===== src/rtl/scsi_regif_pkg.sv =====
package scsi_regif_pkg;

  localparam int unsigned DW = 8;
  localparam int unsigned AW = 4;

  // register addresses (read view / write view where they differ)
  localparam logic [AW-1:0] A_CNT_LO  = 4'h0;
  localparam logic [AW-1:0] A_CNT_MID = 4'h1;
  localparam logic [AW-1:0] A_CMD     = 4'h3;
  localparam logic [AW-1:0] A_STAT_ID = 4'h4;
  localparam logic [AW-1:0] A_CAUSE   = 4'h5;
  localparam logic [AW-1:0] A_STEP    = 4'h6;
  localparam logic [AW-1:0] A_CFG1    = 4'h8;
  localparam logic [AW-1:0] A_CFG2    = 4'hB;
  localparam logic [AW-1:0] A_CFG3    = 4'hC;
  localparam logic [AW-1:0] A_CNT_HI  = 4'hE;

  // interrupt cause codes
  localparam logic [DW-1:0] CAUSE_FUNC_DONE = 8'h08;
  localparam logic [DW-1:0] CAUSE_BUS_SVC   = 8'h10;
  localparam logic [DW-1:0] CAUSE_DISC      = 8'h20;
  localparam logic [DW-1:0] CAUSE_BUS_RST   = 8'h80;

  // status bit positions (bit 7 is the interrupt flag, kept in the irq unit)
  localparam int unsigned ST_TC_BIT = 4;
  localparam logic [2:0]  PH_MSG_IN = 3'd7;

  typedef enum logic [3:0] {
    OPK_NOP, OPK_FLUSH, OPK_CHIPRST, OPK_BUSRST, OPK_XFER, OPK_CPLSEQ,
    OPK_MSGOK, OPK_PAD, OPK_ATN, OPK_SEL, OPK_ENSEL, OPK_UNKNOWN
  } op_kind_e;

  function automatic op_kind_e classify_op(input logic [6:0] op);
    case (op)
      7'h00:               return OPK_NOP;
      7'h01:               return OPK_FLUSH;
      7'h02:               return OPK_CHIPRST;
      7'h03:               return OPK_BUSRST;
      7'h10:               return OPK_XFER;
      7'h11:               return OPK_CPLSEQ;
      7'h12:               return OPK_MSGOK;
      7'h18:               return OPK_PAD;
      7'h1A:               return OPK_ATN;
      7'h41, 7'h42, 7'h43: return OPK_SEL;
      7'h44:               return OPK_ENSEL;
      default:             return OPK_UNKNOWN;
    endcase
  endfunction

endpackage


===== src/rtl/scsi_regif_cmd_dec.sv =====
module scsi_regif_cmd_dec
  import scsi_regif_pkg::*;
#(
  parameter int unsigned ID_W = 3,
  localparam int unsigned NTGT = 1 << ID_W
) (
  input  logic [DW-1:0]   cmd_byte,
  input  logic [ID_W-1:0] target_id,
  input  logic [NTGT-1:0] tgt_present,
  output op_kind_e        kind,
  output logic            dma_req,
  output logic            tgt_ok
);

  assign kind    = classify_op(cmd_byte[6:0]);
  assign dma_req = cmd_byte[7];
  assign tgt_ok  = tgt_present[target_id];

endmodule


===== src/rtl/scsi_regif_irq.sv =====
module scsi_regif_irq (
  input  logic clk,
  input  logic rst_n,
  input  logic set_req,
  input  logic clr_req,
  output logic irq,
  output logic irq_rise,
  output logic irq_fall
);

  logic irq_q;

  // a set request wins over a clear in the same cycle
  assign irq_rise = set_req && !irq_q;
  assign irq_fall = clr_req && !set_req && irq_q;

  always_ff @(posedge clk or negedge rst_n) begin
    if (!rst_n)        irq_q <= 1'b0;
    else if (irq_rise) irq_q <= 1'b1;
    else if (irq_fall) irq_q <= 1'b0;
  end

  assign irq = irq_q;

endmodule


===== src/rtl/scsi_regif.sv =====
module scsi_regif
  import scsi_regif_pkg::*;
#(
  parameter int unsigned ID_W       = 3,
  parameter logic [7:0]  CFG1_RESET = 8'h07,
  parameter logic [7:0]  CHIP_ID    = 8'h04,
  localparam int unsigned NTGT      = 1 << ID_W,
  localparam int unsigned STEP_W    = 3,
  localparam logic [STEP_W-1:0] STEP_CMD_DONE = STEP_W'(4)
) (
  input  logic            clk,
  input  logic            rst_n,
  input  logic            wr_en,
  input  logic            rd_en,
  input  logic [AW-1:0]   addr,
  input  logic [DW-1:0]   wdata,
  output logic [DW-1:0]   rdata,
  input  logic [NTGT-1:0] tgt_present,
  input  logic            seq_done,
  input  logic [2:0]      seq_phase,
  output logic            cmd_go,
  output logic [6:0]      cmd_op,
  output logic            cmd_dma,
  output logic            irq
);

  // register state
  logic [DW-1:0]     sh_lo_q, sh_mid_q;
  logic [DW-1:0]     cnt_lo_q, cnt_mid_q, cnt_hi_q;
  logic [DW-1:0]     cmd_q, cause_q, cfg1_q, cfg2_q, cfg3_q;
  logic [ID_W-1:0]   busid_q;
  logic [6:0]        stat_q;
  logic [STEP_W-1:0] step_q;
  logic              go_q, go_dma_q;
  logic [6:0]        go_op_q;

  // named events
  logic     wr_cmd, rd_cause, soft_rst, raise_evt, clear_evt;
  logic     dec_dma, dec_tgt_ok, sel_miss, send_seq;
  logic     irq_rise, irq_fall;
  op_kind_e dec_kind;

  scsi_regif_cmd_dec #(.ID_W(ID_W)) u_dec (
    .cmd_byte    (wdata),
    .target_id   (busid_q),
    .tgt_present (tgt_present),
    .kind        (dec_kind),
    .dma_req     (dec_dma),
    .tgt_ok      (dec_tgt_ok)
  );

  assign wr_cmd   = wr_en && (addr == A_CMD);
  assign rd_cause = rd_en && (addr == A_CAUSE);
  assign soft_rst = wr_cmd && (dec_kind == OPK_CHIPRST);
  assign sel_miss = wr_cmd && (dec_kind == OPK_SEL) && !dec_tgt_ok;
  assign send_seq = wr_cmd && ((dec_kind == OPK_XFER) ||
                               ((dec_kind == OPK_SEL) && dec_tgt_ok));

  assign raise_evt = seq_done || sel_miss ||
                     (wr_cmd && ((dec_kind == OPK_MSGOK) || (dec_kind == OPK_CPLSEQ) ||
                                 ((dec_kind == OPK_BUSRST) && !cfg1_q[6])));
  assign clear_evt = rd_cause || soft_rst;

  scsi_regif_irq u_irq (
    .clk      (clk),
    .rst_n    (rst_n),
    .set_req  (raise_evt),
    .clr_req  (clear_evt),
    .irq      (irq),
    .irq_rise (irq_rise),
    .irq_fall (irq_fall)
  );

  always_ff @(posedge clk or negedge rst_n) begin
    if (!rst_n) begin
      sh_lo_q <= '0; sh_mid_q <= '0;
      cnt_lo_q <= '0; cnt_mid_q <= '0; cnt_hi_q <= CHIP_ID;
      cmd_q <= '0; cause_q <= '0; cfg1_q <= CFG1_RESET;
      cfg2_q <= '0; cfg3_q <= '0; busid_q <= '0;
      stat_q <= '0; step_q <= '0;
    end else if (soft_rst) begin
      // chip reset clears everything, then loads the fixed codes
      sh_lo_q <= '0; sh_mid_q <= '0;
      cnt_lo_q <= '0; cnt_mid_q <= '0; cnt_hi_q <= CHIP_ID;
      cmd_q <= '0; cause_q <= '0; cfg1_q <= CFG1_RESET;
      cfg2_q <= '0; cfg3_q <= '0; busid_q <= '0;
      stat_q <= '0; step_q <= '0;
    end else begin
      // acknowledge side effects of a cause read
      if (rd_cause) begin
        cause_q          <= '0;
        stat_q[ST_TC_BIT] <= 1'b0;
        step_q           <= STEP_CMD_DONE;
      end
      if (wr_en) begin
        case (addr)
          A_CNT_LO:  begin sh_lo_q  <= wdata; stat_q[ST_TC_BIT] <= 1'b0; end
          A_CNT_MID: begin sh_mid_q <= wdata; stat_q[ST_TC_BIT] <= 1'b0; end
          A_STAT_ID: busid_q  <= wdata[ID_W-1:0];
          A_CFG1:    cfg1_q   <= wdata;
          A_CFG2:    cfg2_q   <= wdata;
          A_CFG3:    cfg3_q   <= wdata;
          A_CNT_HI:  cnt_hi_q <= wdata;
          A_CMD: begin
            cmd_q <= wdata;
            if (dec_dma) begin          // reload working count
              cnt_lo_q  <= sh_lo_q;
              cnt_mid_q <= sh_mid_q;
            end
            case (dec_kind)
              OPK_FLUSH: begin cause_q <= CAUSE_FUNC_DONE; step_q <= '0; end
              OPK_BUSRST: cause_q <= CAUSE_BUS_RST;
              OPK_XFER: if (dec_dma) stat_q[ST_TC_BIT] <= 1'b0;
              OPK_CPLSEQ: begin
                cause_q     <= CAUSE_FUNC_DONE;
                stat_q[2:0] <= PH_MSG_IN;
              end
              OPK_MSGOK: begin cause_q <= CAUSE_DISC; step_q <= '0; end
              OPK_PAD: begin
                stat_q  <= 7'h10;
                cause_q <= CAUSE_FUNC_DONE;
                step_q  <= '0;
              end
              OPK_SEL: if (!dec_tgt_ok) begin
                stat_q  <= '0;
                cause_q <= CAUSE_DISC;
                step_q  <= '0;
              end
              OPK_ENSEL: cause_q <= '0;
              default: ;
            endcase
          end
          default: ;
        endcase
      end
      // sequencer completion
      if (seq_done) begin
        stat_q  <= {4'b0010, seq_phase};
        cause_q <= CAUSE_BUS_SVC | CAUSE_FUNC_DONE;
        step_q  <= STEP_CMD_DONE;
      end
    end
  end

  // request to the sequencer
  always_ff @(posedge clk or negedge rst_n) begin
    if (!rst_n) begin
      go_q <= 1'b0; go_op_q <= '0; go_dma_q <= 1'b0;
    end else begin
      go_q <= send_seq;
      if (send_seq) begin
        go_op_q  <= wdata[6:0];
        go_dma_q <= dec_dma;
      end
    end
  end

  assign cmd_go  = go_q;
  assign cmd_op  = go_op_q;
  assign cmd_dma = go_dma_q;

  // read view; returns state before this access's side effects
  always_comb begin
    case (addr)
      A_CNT_LO:  rdata = cnt_lo_q;
      A_CNT_MID: rdata = cnt_mid_q;
      A_CMD:     rdata = cmd_q;
      A_STAT_ID: rdata = {irq, stat_q};
      A_CAUSE:   rdata = cause_q;
      A_STEP:    rdata = DW'(step_q);
      A_CFG1:    rdata = cfg1_q;
      A_CFG2:    rdata = cfg2_q;
      A_CFG3:    rdata = cfg3_q;
      A_CNT_HI:  rdata = cnt_hi_q;
      default:   rdata = '0;
    endcase
  end

endmodule


===== config.mk =====
export PLATFORM = sky130hd
export DESIGN_NAME = scsi_regif
export DESIGN_NICKNAME = d
export VERILOG_FILES = /design/src/rtl/scsi_regif_pkg.sv /design/src/rtl/scsi_regif_cmd_dec.sv /design/src/rtl/scsi_regif_irq.sv /design/src/rtl/scsi_regif.sv
export SDC_FILE = /design/constraint.sdc
export NUM_CORES = 1
export LEC_CHECK = 0
export BUFFER_PORTS_ARGS = -buffer_cell sky130_fd_sc_hd__buf_2
export CELL_PAD_IN_SITES_DETAIL_PLACEMENT = 0
export CELL_PAD_IN_SITES_GLOBAL_PLACEMENT = 2
export CORE_MARGIN = 2
export CORE_UTILIZATION = 30
export CTS_BUF_LIST = sky130_fd_sc_hd__clkbuf_4 sky130_fd_sc_hd__clkbuf_8 sky130_fd_sc_hd__clkbuf_16
export CTS_CLUSTER_SIZE = 16
export DETAILED_ROUTE_END_ITERATION = 7
export GPL_ROUTABILITY_DRIVEN = 1
export PLACE_DENSITY = 0.64
export SLEW_MARGIN = 20
export SYNTH_ARGS = -nofsm -noshare
export SYNTH_HDL_FRONTEND = slang
export SYNTH_SLANG_ARGS = --single-unit

===== constraint.sdc =====
create_clock -name clk -period 2.9 [get_ports clk]
set_input_delay 0.58 -clock clk [delete_from_list [all_inputs] [get_ports clk]]
set_output_delay 0.58 -clock clk [all_outputs]
set_load 0.01 [all_outputs]

==> results of run 1 <==
-- kinds of logic after synthesis --
family          synth area share
simple gates               0.236
compound gates             0.167
flops                      0.498
buf+inv                   0.0350
mux                       0.0643
-- metrics by stage --
| step | setup WS, ns | utilization | hold slack (ns) | instances | area (µm²) |
|---|---|---|---|---|---|
| after detailed placement | 0.263 | 0.344 | 0.474 | 795 | 5690 |
| final | 0.185 | 0.364 | 0.249 | 811 | 6020 |
| after global routing | 0.100 | 0.364 | 0.307 | 811 | 6020 |
| after floorplan | 0.439 | - | 0.284 | 530 | 5040 |
| after CTS | 0.265 | 0.364 | 0.285 | 811 | 6020 |
| after global placement | 0.259 | 0.344 | 0.468 | 795 | 5690 |
-- per-layer routing --
metal | track usage | wire length, µm | share of wire
met1 | 0.296 | 8440 | 0.47
met2 | 0.314 | 8000 | 0.45
met3 | 0.0533 | 1140 | 0.064
met4 | 0.0443 | 216 | 0.012
met5 | 0 | 0 | 0
-- power groups by stage --
stage | registers [µW] | logic [µW] | clock network [µW]
2_1_floorplan | 1730 | 364 | 0
3_3_place_gp | 1800 | 543 | 0
3_5_place_dp | 1800 | 552 | 0
4_1_cts | 1780 | 554 | 1370
5_1_grt | 1810 | 615 | 1440
6_report | 1780 | 550 | 1350
-- worst max-delay path by stage --
stage / to / depth (start not counted) / slack, ns
6_report: rdata[2] / 7 / 0.19
5_1_grt: rdata[2] / 7 / 0.10
4_1_cts: rdata[2] / 7 / 0.26
3_5_place_dp: cnt_hi_q[4] / 6 / 0.26
3_3_place_gp: rdata[2] / 7 / 0.26
2_1_floorplan: rdata[0] / 6 / 0.44
-- flip-flops by register name, indices dropped and copies added, names as in the netlist, 4 cells and up --
| register | flops |
|---|---|
| cfg2_q | 8 |
| sh_mid_q | 8 |
| cfg1_q | 8 |
| cnt_lo_q | 8 |
| cause_q | 8 |
| sh_lo_q | 8 |
| cnt_hi_q | 8 |
| stat_q | 4 |
| cmd_q | 8 |
| cmd_op | 7 |
| cnt_mid_q | 8 |
| cfg3_q | 8 |
-- layout make-up --
class                           count  area share
Clock buffer                       10      0.0387
Clock inverter                      6      0.0158
Inverter                            4     0.00249
Multi-Input combinational cell    388       0.391
Sequential cell                   100       0.417
Tap cell                          220      0.0457
Timing Repair Buffer               83      0.0894
-- layout by cell type (no fill, tap or decap), types with 4 or more instances in the layout --
| cell | n |
|---|---|
| nand2_1 | 97 |
| mux2_2 | 11 |
| buf_4 | 37 |
| a22o_1 | 23 |
| nor2_1 | 35 |
| dfrtp_1 | 96 |
| o21ai_0 | 26 |
| nand2b_1 | 6 |
| clkbuf_16 | 9 |
| inv_1 | 4 |
| dfstp_2 | 4 |
| nor3_1 | 9 |
| a21oi_1 | 23 |
| mux2i_1 | 20 |
| and3_1 | 12 |
| a222oi_1 | 5 |
| a22oi_1 | 7 |
| a221oi_1 | 4 |
| and2_1 | 6 |
| buf_2 | 44 |
| nand3_1 | 36 |
| nor2b_1 | 9 |
==> flow_metrics.py, run 1 <==
metrics = {
    "global_route": {
        "grt_pass1_vias": 4271,
        "grt_first_pass_wirelength_mm": 27.3,
        "antenna_found_initial": 0,
        "grt_use_total": 0.206,
        "grt_max_degree": 54,
        "overflow": 0,
    },
    "clock_tree": {
        "htreeDepth": 3,
        "clock_latency_ns": 0.36,
        "clock_sinks": 100,
        "clkTransAtPathRegs_ns": 0.07,
        "cts-root-buf": "clkbuf_16",
        "tritoncts": "built",
        "ctsResizeCount": 0,
        "cts_hold_buf": 0,
        "clock_path_buffers": 2,
        "cts_setup_buffers": 0,
        "numCtsBuffers": 9,
    },
    "power_and_ir_drop": {
        "internal_power_uw": 2630,
        "irDropWorstVdd_v": 0.000373,
        "seq_power_share": 0.483,
        "p_switching_uw": 1050,
        "leakagePower_uw": 0.00280,
        "pwr-share-clk": 0.367,
        "combPwrFrac": 0.149,
        "p_total_uw": 3680,
        "powerDensity_nw_per_um2": 612,
        "swShare": 0.284,
    },
    "worst_setup_path": {
        "start_kind": "input pin",
        "required_ns": 2.32,
        "rrSetupSlack_ns": 0.78,
        "slowest_stage": "buf_2",
        "crit_buf_inv": 3,
        "r2r-end": "cmd_op[1]",
        "critical-path-top-delay-family": "buffers and inverters",
        "cpMostUsedCell": "buf_2",
        "r2r_start": "busid_q[2]",
        "setup.worst_path.start": "addr[2]",
        "worst_setup_path_end_kind": "output port",
        "worstSetupPathType": "input pin to output port",
        "cp_cell_sequence": "buf_2 > nand2b_1 > nor2_1 > buf_4 > a222oi_1 > o211ai_1 > buf_2",
        "ff2ff_path_depth": 5,
        "worst-path-max-fanout": 19,
        "critical_path_arrival_ns": 2.13,
        "slowest_delay_ns": 0.34,
    },
    "detailed_routing": {
        "wl_per_cell_um": 21.9,
        "postRouteAntennaNets": 0,
        "drc": 0,
        "vias": 4354,
        "routed_wl_mm": 17.8,
        "viasPerCell": 5.37,
        "dr.pass1.iters": 5,
        "initialDrtViolationCount": 380,
    },
    "synth": {
        "synthArstFlopShare": 1.00,
        "syn-cell-area_um2": 5040,
        "yosys-top-cells-count": "nand2_1, dfrtp_1, nand3_1, nor2_1, o21ai_0",
        "synth_area_leaders": "dfrtp_1, nand2_1, a22o_1, mux2i_1, nand3_1",
        "syn_nets": 558,
        "ys_ff_latch": 100,
        "synth_top_area_cell": "dfrtp_1",
        "synth_most_common_cell": "nand2_1",
        "ys_seq_area_frac": 0.498,
        "synth-warning-count": 0,
        "avgSynthCellArea_um2": 9.51,
        "synth-main-ff-cell": "dfrtp_1",
        "synth.distinct_cells": 65,
        "syn-instance-count": 530,
        "synth_top_area_frac": 0.477,
        "synth_edf_count": 0,
    },
    "placement": {
        "place_hpwl_mm": 12.8,
        "port_buffers": 45,
        "gp_congestion": 0.826,
    },
    "finish": {
        "fillers": 1706,
        "multiInputGateArea_um2": 2350,
        "diodes": 0,
        "drive_gt1_frac": 0.217,
        "seq_area_um2": 2510,
        "nNetsFinal": 614,
        "areaGrowthSynthToFinish_pct": 19.4,
    },
    "floorplanning": {
        "core_area_um2": 16500,
        "die_x_um": 134,
        "initial_core_util": 0.305,
        "ios": 46,
        "num_rows": 47,
        "dieArea_um2": 17800,
        "fp.dieH_um": 134,
    },
    "timing": {
        "min_period_ns": 2.71,
        "min_period_over_period": 0.936,
        "tightest_slew_ns": 0.935,
        "drv_slew": 0,
        "tns_ns": 0,
        "slew_headroom": 0.377,
        "setup_viol": 0,
        "skew_ns": 0.00659,
        "rsz0062_at_grt": "false",
        "fmax_mhz": 368,
        "hold_viol": 0,
    },
    "outcome": {
        "status": "finished clean",
    },
    "min_path": {
        "min_path_type": "input pin to async pin",
    },
    "job": {
        "cap_viol_max_count": 0,
    },
}
(Power assumes the default switching activity.)
==> run 2: changes to the inputs <==
--- a/config.mk
+++ b/config.mk
@@ -15,6 +15,7 @@
 export DETAILED_ROUTE_END_ITERATION = 7
 export GPL_ROUTABILITY_DRIVEN = 1
 export PLACE_DENSITY = 0.64
+export SETUP_SLACK_MARGIN = 0.2
 export SLEW_MARGIN = 20
 export SYNTH_ARGS = -nofsm -noshare
 export SYNTH_HDL_FRONTEND = slang
==> run 2 against run 1 <==
Total power about the same. Cell count is the same. Flip-flop and latch count unchanged. First-iteration DRC count shrank 3.9%. Critical path depth up 1. Critical path type unchanged. Non-clock buffer count unchanged. Sequential share of layout area down 0.061 points. Utilization up 0.053 points. Fmax grew 1.9%. Die area unchanged. Clock-buffer cell count is the same.
==> flow_metrics.py, run 2 (same netlist as run 1, synthesis figures left out) <==
metrics = {
    "clock_tree": {
        "clock_path_buffers": 2,
        "cts_hold_buf": 0,
        "ctsResizeCount": 0,
        "clock_sinks": 100,
        "tritoncts": "built",
        "cts-root-buf": "clkbuf_16",
        "cts_setup_buffers": 0,
        "numCtsBuffers": 9,
        "clkTransAtPathRegs_ns": 0.07,
        "htreeDepth": 3,
        "clock_latency_ns": 0.36,
    },
    "global_route": {
        "antenna_found_initial": 0,
        "overflow": 0,
        "grt_max_degree": 54,
        "grt_pass1_vias": 4271,
        "grt_first_pass_wirelength_mm": 27.3,
        "grt_use_total": 0.206,
    },
    "timing": {
        "drv_slew": 0,
        "hold_viol": 0,
        "fin_ws_ns": 0.235,
        "min_period_over_period": 0.919,
        "fmax_mhz": 375,
        "slew_headroom": 0.375,
        "tightest_slew_ns": 0.937,
        "setup_viol": 0,
        "skew_ns": 0.00642,
        "min_period_ns": 2.67,
        "tns_ns": 0,
        "rsz0062_at_grt": "true",
    },
    "detailed_routing": {
        "drc": 0,
        "viasPerCell": 5.41,
        "initialDrtViolationCount": 365,
        "postRouteAntennaNets": 0,
        "wl_per_cell_um": 22.0,
        "dr.pass1.iters": 5,
        "routed_wl_mm": 17.8,
        "vias": 4389,
    },
    "outcome": {
        "status": "finished clean",
    },
    "power_and_ir_drop": {
        "powerDensity_nw_per_um2": 611,
        "irDropWorstVdd_v": 0.000374,
        "pwr-share-clk": 0.367,
        "p_switching_uw": 1050,
        "swShare": 0.285,
        "internal_power_uw": 2640,
        "combPwrFrac": 0.149,
        "leakagePower_uw": 0.00281,
        "seq_power_share": 0.483,
    },
    "worst_setup_path": {
        "start_kind": "input pin",
        "worst_setup_path_end_kind": "output port",
        "required_ns": 2.32,
        "rrSetupSlack_ns": 0.79,
        "worst-path-max-fanout": 9,
        "ff2ff_path_depth": 5,
        "worstSetupPathType": "input pin to output port",
        "critical_path_arrival_ns": 2.09,
        "r2r_start": "busid_q[2]",
        "r2r-end": "cmd_dma",
    },
    "placement": {
        "place_hpwl_mm": 12.8,
        "port_buffers": 45,
        "place_ws_ns": 0.263,
        "gp_congestion": 0.826,
    },
    "floorplanning": {
        "die_x_um": 134,
        "initial_core_util": 0.305,
        "ios": 46,
        "fp.dieH_um": 134,
        "dieArea_um2": 17800,
        "core_area_um2": 16500,
        "num_rows": 47,
    },
    "job": {
        "cap_viol_max_count": 0,
    },
    "finish": {
        "areaGrowthSynthToFinish_pct": 19.6,
        "seq_area_um2": 2510,
        "multiInputGateArea_um2": 2360,
        "final_core_util": 0.365,
        "nNetsFinal": 614,
        "fillers": 1703,
        "final_common_cell": "nand2_1",
        "drive_gt1_frac": 0.218,
        "final_cell_mix": "nand2_1, dfrtp_1, buf_2, buf_4, nand3_1",
        "diodes": 0,
    },
    "min_path": {
        "min_path_type": "input pin to async pin",
    },
}
==> run 2: cell count changes in the layout (fill, tap and decap cells not counted), sizes merged <==
cell	change
buf	-1
clkbuf	+1
==> run 2: area by class of cell <==
type	instances	area share
clock buffers	10	0.0386
flip-flops and latches	100	0.416
inverters	4	0.00249
well taps	220	0.0457
repair buffers	83	0.0897
multi-input cells	388	0.392
clock inverters	6	0.0158
==> run 2: stage by stage <==
stage | hold WS [ns] | cell area, µm² | std cells | power [µW]
2_1_floorplan | 0.284 | 5040 | 530 | 2090
3_3_place_gp | 0.468 | 5690 | 795 | 2350
3_5_place_dp | 0.474 | 5690 | 795 | 2360
4_1_cts | 0.285 | 6020 | 811 | 3710
5_1_grt | 0.307 | 6030 | 811 | 3860
6_report | 0.251 | 6030 | 811 | 3680
==> run 2: how the worst max path moves through the flow <==
stage / start / endpoint / slack, ns
3_5_place_dp: wdata[2] / cnt_hi_q[4] / 0.26
5_1_grt: addr[3] / rdata[2] / 0.15
3_3_place_gp: addr[2] / rdata[2] / 0.26
6_report: addr[0] / rdata[2] / 0.23
2_1_floorplan: addr[3] / rdata[0] / 0.44
4_1_cts: addr[2] / rdata[2] / 0.26
==> run 2: power groups by stage <==
stage,clock network (µW),registers (µW),logic [µW]
after floorplan,0,1730,364
final,1350,1780,550
after detailed placement,0,1800,552
after global routing,1440,1810,616
after CTS,1370,1780,554
after global placement,0,1800,543
==> run 2: metal layers <==
| metal | track usage | part of all wire |
|---|---|---|
| met3 | 0.0533 | 0.066 |
| met1 | 0.296 | 0.47 |
| met4 | 0.0443 | 0.014 |
| met5 | 0 | 0 |
| met2 | 0.314 | 0.45 |
==> run 2: worst max-delay path, stage by stage <==
cell and delay, ns:
buf_2 0.13, buf_4 0.18, nand2_1 0.13, nor3_2 0.06
buf_4 0.20, a222oi_1 0.37, o211ai_1 0.23, buf_2 0.19
